--- config.mk ---
export PLATFORM = sky130hd
export DESIGN_NAME = i2c_evt_status
export DESIGN_NICKNAME = d
export VERILOG_FILES = /design/src/rtl/i2c_evt_pkg.sv /design/src/rtl/i2c_evt_flag.sv /design/src/rtl/i2c_evt_ien.sv /design/src/rtl/i2c_evt_rdmux.sv /design/src/rtl/i2c_evt_status.sv
export SDC_FILE = /design/constraint.sdc
export NUM_CORES = 1
export LEC_CHECK = 0
export BUFFER_PORTS_ARGS = -buffer_cell sky130_fd_sc_hd__buf_2
export CAP_MARGIN = 30
export CORE_AREA = 3 3 47 49
export DETAILED_ROUTE_END_ITERATION = 10
export DIE_AREA = 0 0 50 52
export MAX_ROUTING_LAYER = met4
export PLACE_DENSITY = 0.74
export SKIP_CTS_REPAIR_TIMING = 1
export SYNTH_ARGS = -nofsm -noshare
export SYNTH_HDL_FRONTEND = slang
export SYNTH_SLANG_ARGS = --single-unit
--- constraint.sdc ---
create_clock -name clk -period 0.8 [get_ports clk]
set_input_delay 0.04 -clock clk [delete_from_list [all_inputs] [get_ports clk]]
set_output_delay 0.04 -clock clk [all_outputs]
set_load 0.05 [all_outputs]
--- src/rtl/i2c_evt_pkg.sv ---
// Shared constants for the I2C event status register.
// Assumes six flags; index order is fixed and used by all modules.
package i2c_evt_pkg;
    localparam int REG_W  = 16;
    localparam int NFLAG  = 6;
    localparam int POS_W  = $clog2(REG_W);

    // Flag indices
    localparam int F_BUSERR = 0;
    localparam int F_NACK   = 1;
    localparam int F_ARB    = 2;
    localparam int F_GCALL  = 3;
    localparam int F_ADDR   = 4;
    localparam int F_STOP   = 5;

    // Bit position of each flag in the register word
    localparam int FLAG_POS [NFLAG] = '{10, 9, 8, 3, 2, 1};

    typedef enum logic {CLR_W1C = 1'b0, CLR_ON_READ = 1'b1} clr_mode_e;

    // Clearing rule of each flag
    function automatic clr_mode_e flag_mode(input int idx);
        return (idx <= F_ARB) ? CLR_W1C : CLR_ON_READ;
    endfunction

    // Spread a flag vector onto register bit positions
    function automatic logic [REG_W-1:0] to_word(input logic [NFLAG-1:0] f);
        logic [REG_W-1:0] w;
        w = '0;
        for (int i = 0; i < NFLAG; i++) w[FLAG_POS[i]] = f[i];
        return w;
    endfunction

    // Gather a flag vector from register bit positions
    function automatic logic [NFLAG-1:0] from_word(input logic [REG_W-1:0] w);
        logic [NFLAG-1:0] f;
        for (int i = 0; i < NFLAG; i++) f[i] = w[FLAG_POS[i]];
        return f;
    endfunction

    // Mask of implemented bit positions
    function automatic logic [REG_W-1:0] used_mask();
        return to_word({NFLAG{1'b1}});
    endfunction
endpackage

--- src/rtl/i2c_evt_flag.sv ---
// One sticky event flag. Set by a hardware pulse, cleared by the
// request selected by MODE. Assumes a set has priority over a clear.
module i2c_evt_flag
    import i2c_evt_pkg::*;
#(
    parameter clr_mode_e MODE = CLR_W1C
) (
    input  logic clk,
    input  logic rst_n,
    input  logic set_i,
    input  logic w1c_i,
    input  logic rd_clr_i,
    output logic flag_o
);
    logic clr;

    // Pick the clear source that this flag obeys
    generate
        if (MODE == CLR_W1C) begin : g_w1c
            assign clr = w1c_i;
        end else begin : g_cor
            assign clr = rd_clr_i;
        end
    endgenerate

    // Hold the flag; set wins over clear in the same cycle
    always_ff @(posedge clk) begin
        if (!rst_n)      flag_o <= 1'b0;
        else if (set_i)  flag_o <= 1'b1;
        else if (clr)    flag_o <= 1'b0;
    end
endmodule

--- src/rtl/i2c_evt_ien.sv ---
// Interrupt enable register: one bit per flag, written at the
// flag's own bit position. Unused bit positions are not stored.
module i2c_evt_ien
    import i2c_evt_pkg::*;
(
    input  logic             clk,
    input  logic             rst_n,
    input  logic             we_i,
    input  logic [REG_W-1:0] wdata_i,
    output logic [NFLAG-1:0] en_o
);
    // Store enables from the mapped bit positions
    always_ff @(posedge clk) begin
        if (!rst_n)    en_o <= '0;
        else if (we_i) en_o <= from_word(wdata_i);
    end
endmodule

--- src/rtl/i2c_evt_rdmux.sv ---
// Read data select. Returns 0 when no read is in progress and
// only implemented bit positions otherwise.
module i2c_evt_rdmux
    import i2c_evt_pkg::*;
(
    input  logic             rd_i,
    input  logic             addr_i,
    input  logic [NFLAG-1:0] flags_i,
    input  logic [NFLAG-1:0] en_i,
    output logic [REG_W-1:0] rdata_o
);
    // Select the addressed register and spread it onto the word
    always_comb begin
        rdata_o = '0;
        if (rd_i) rdata_o = to_word(addr_i ? en_i : flags_i);
    end
endmodule

--- src/rtl/i2c_evt_status.sv ---
// I2C controller event status register top. Latches six event
// pulses into sticky flags with mixed clearing rules, provides an
// enable register, an interrupt and bus-engine control outputs.
// Assumes event inputs are single-cycle pulses synchronous to clk.
module i2c_evt_status
    import i2c_evt_pkg::*;
(
    input  logic             clk,
    input  logic             rst_n,
    input  logic             is_master,
    input  logic             ev_bus_err,
    input  logic             ev_nack,
    input  logic             ev_arb_lost,
    input  logic             ev_gen_call,
    input  logic             ev_addr_done,
    input  logic             ev_stop,
    input  logic             reg_wr,
    input  logic             reg_rd,
    input  logic             reg_addr,
    input  logic [REG_W-1:0] reg_wdata,
    output logic [REG_W-1:0] reg_rdata,
    output logic             irq,
    output logic             release_lines,
    output logic             xfer_block,
    output logic             addr_block
);
    logic [NFLAG-1:0] ev_set;
    logic [NFLAG-1:0] w1c_hit;
    logic [NFLAG-1:0] flag_q;
    logic [NFLAG-1:0] en_q;
    logic             stat_rd;
    logic             stat_wr;

    // Gather event pulses; STOP counts only in slave mode
    always_comb begin
        ev_set           = '0;
        ev_set[F_BUSERR] = ev_bus_err;
        ev_set[F_NACK]   = ev_nack;
        ev_set[F_ARB]    = ev_arb_lost;
        ev_set[F_GCALL]  = ev_gen_call;
        ev_set[F_ADDR]   = ev_addr_done;
        ev_set[F_STOP]   = ev_stop & ~is_master;
    end

    // Decode status-word accesses
    assign stat_rd = reg_rd & ~reg_addr;
    assign stat_wr = reg_wr & ~reg_addr;
    assign w1c_hit = stat_wr ? from_word(reg_wdata) : '0;

    generate
        for (genvar i = 0; i < NFLAG; i++) begin : g_flag
            i2c_evt_flag #(.MODE(flag_mode(i))) u_flag (
                .clk      (clk),
                .rst_n    (rst_n),
                .set_i    (ev_set[i]),
                .w1c_i    (w1c_hit[i]),
                .rd_clr_i (stat_rd),
                .flag_o   (flag_q[i])
            );
        end
    endgenerate

    i2c_evt_ien u_ien (
        .clk     (clk),
        .rst_n   (rst_n),
        .we_i    (reg_wr & reg_addr),
        .wdata_i (reg_wdata),
        .en_o    (en_q)
    );

    i2c_evt_rdmux u_rdmux (
        .rd_i    (reg_rd),
        .addr_i  (reg_addr),
        .flags_i (flag_q),
        .en_i    (en_q),
        .rdata_o (reg_rdata)
    );

    // Interrupt and control outputs from the held flags
    assign irq           = |(flag_q & en_q);
    assign release_lines = flag_q[F_BUSERR] & is_master;
    assign xfer_block    = flag_q[F_ARB];
    assign addr_block    = flag_q[F_BUSERR];
endmodule

==> metrics.txt <==
largest cells by area after synthesis dfxtp_1 (34%), buf_4 (11%), nor2b_1 (9.6%); first-pass GRT wire length 2350 um; GR Overflow Total 0; peak supply drop 1.04 mV; hold path start ev_addr_done; Crit path buffers/inverters 1; vias in the first global route around 530; GPL Wtd Cong 0.752; register bit total from synthesis 12; fin nets about 140; Bufs on Longest Clock Path 2; crit path cell chain a22oi_2, nand3_4, buf_8; synthesis-to-finish area growth 54.5%; Mapped Avg Cell Area roughly 8.8 um^2; Worst-Skew Late Latency 0.28 ns; status complete, but fails checks; Crit. End Element primary output; Routed WL per cell 13.1 um; Async SR Flop Fraction 0; most numerous cell in the Yosys netlist dfxtp_1; layout cells sized above 1 0.611; Die Area 2600 um^2; Hold Slack -0.00788 ns; Initial Util 0.376; R2R Setup Slk 0 ns; worst r2r src g_flag[0].u_flag.flag_o; final hold violation count 1; CORE AREA about 1900 um^2; pre-CTS setup slack -0.131 ns; Crit Path Max Fanout 3; Top Family by Delay on Critical Path flip-flops; post-synthesis cell area 714 um^2; CP Launch Type flop; critical path required time roughly 0.76 ns; Final Total Pwr approximately 1.7 mW; Remaining DRCs 0; Layout fillers around 160; I/O pins 48; Post-synth EDFFs 0; hold endpoint g_flag[4].u_flag.flag_o; H-Tree Depth 1; vias per inst 4.59; fin worst setup slack -0.344 ns; Setup Skew 0 ns; unrepaired setup endpoints after global routing yes; part of the cycle the worst path needs 1.43; slowest CP cell dfxtp_2; failing checks hold timing, setup timing; antenna violations before repair 0; Seq/Total Area, Yosys 0.336; Detail Placement HPWL 1240 um; Slew Limit Fails 0; Max Cap Viol 0; Die Ht 52 um; Clock Sinks 12; ant diodes 0; Setup-failing EPs final 10; Worst Hold Class in -> reg; kind of critical path reg -> out; hold path depth 3; Cell variety after synth 20; Pleak 0.471 nW; via count 642; chip width 50 um; fmax 874 MHz; share of the synthesized area in the top cell type 0.336; 1st-iter DRT viols 4; pin count of the biggest net entering global routing 13; Final ANT Viol Nets 0; CP max stage delay 0.34 ns; Post-synth top cells dfxtp_1 (12), nor2b_1 (11), buf_4 (10), nand3_1 (7); Cells after Synth 81; TNS Setup -2.53 ns; CTS clk-pin slew, worst paths 0.08 ns; cell taking the most area after synthesis dfxtp_1; utilization after layout 0.580; CTS Buf Count 3; TritonCTS clock tree yes; IO buf count 27; Reg2Reg Depth 3; Pre-Repair DR Iteration Count 5; synthesis warning total 0; top_reg_cell synth dfxtp_1; CTS Root Cell clkbuf_4; min Tclk post-route 1.14 ns; row count 16; routed wire length 1830 um; Total GRT Usage 0.130; Pwr Density 1500 nW/um^2; reg-to-reg critical path endpoint g_flag[0].u_flag.flag_o; Worst EP arrival 1.10 ns
## tightest hold or removal path: cells and delay by family
family	cells	cell delay [ns]
buffers and inverters	1	0.07
and+or+nand+nor	1	0.09
AOI/OAI and AO/OA	1	0.03
## per-stage QoR
stage / cells / instance area (um^2)
3_3_place_gp: 133 / 905
6_report: 140 / 1100
5_1_grt: 140 / 1100
3_5_place_dp: 133 / 905
4_1_cts: 137 / 931
2_1_floorplan: 90 / 823
## report_power, final
part	internal (mW)	total, mW	leakage, nW	switching [mW]
clock network	0.194	0.402	0.0150	0.208
logic	0.226	0.575	0.352	0.349
registers	0.634	0.683	0.104	0.0487
## cell type report
| cell class | instances | area, um^2 | share of cell area |
|---|---|---|---|
| Sequential cell | 12 | 265 | 0.240 |
| Clock buffer | 4 | 26.3 | 0.0238 |
| Multi-Input combinational cell | 61 | 502 | 0.455 |
| Inverter | 3 | 11.3 | 0.0102 |
| Timing Repair Buffer | 33 | 265 | 0.240 |
| Tap cell | 27 | 33.8 | 0.0306 |
## flip-flops by register name, summed over array words and instances, names as in the netlist
name                  count
g_flag.u_flag.flag_o      6
u_ien.en_o                6
## cells in the final DEF (no fill, tap or decap)
cell type / Yosys / layout
conb_1: 1 / 10
dfxtp_4: 0 / 4
and2_4: 0 / 1
clkbuf_1: 1 / 1
buf_2: 1 / 17
a21boi_2: 6 / 6
dfxtp_2: 0 / 8
buf_8: 1 / 4
nand2_1: 6 / 6
a22oi_2: 0 / 3
nand2b_1: 1 / 1
o21ai_0: 3 / 2
nand3_4: 0 / 1
clkbuf_4: 0 / 4
a31oi_1: 3 / 3
buf_6: 1 / 6
inv_1: 3 / 3
nand3_1: 7 / 6
nand2_4: 1 / 1
mux2i_2: 0 / 4
o21ai_1: 0 / 1
a21oi_1: 3 / 3
mux2i_4: 0 / 2
nor2b_4: 0 / 6
nor2b_1: 11 / 5
dlygate4sd3_1: 0 / 3
buf_4: 10 / 2
## metal layers
metal / wire length (um) / vias to the layer above / part of all wire / track usage
met5: 0 / - / 0 / -
met4: 60 / 0 / 0.033 / 0.124
met1: 722 / 298 / 0.39 / 0.143
met2: 1000 / 21 / 0.55 / 0.202
met3: 46 / 5 / 0.025 / 0.0172
li1: - / 318 / - / -
## cell families after synthesis
family,after synthesis,share of synthesized area
buffers and inverters,17,0.170
flip-flops,12,0.336
multiplexers,6,0.0841
AND/OR/NAND/NOR,27,0.210
AO/OA/AOI/OAI,18,0.194
other,1,0.00525
## worst max-delay path by stage
| stage | from | end | slack (ns) | cells past startpoint |
|---|---|---|---|---|
| 6_report | u_ien.en_o[5] | irq | -0.34 | 3 |
| 5_1_grt | u_ien.en_o[1] | irq | -0.39 | 3 |
| 4_1_cts | g_flag[1].u_flag.flag_o | irq | -0.43 | 3 |
| 3_5_place_dp | u_ien.en_o[3] | irq | -0.13 | 3 |
| 3_3_place_gp | g_flag[3].u_flag.flag_o | irq | -0.13 | 3 |
| 2_1_floorplan | g_flag[0].u_flag.flag_o | reg_rdata[10] | -0.09 | 2 |
Power figures use the tool's default switching activity.
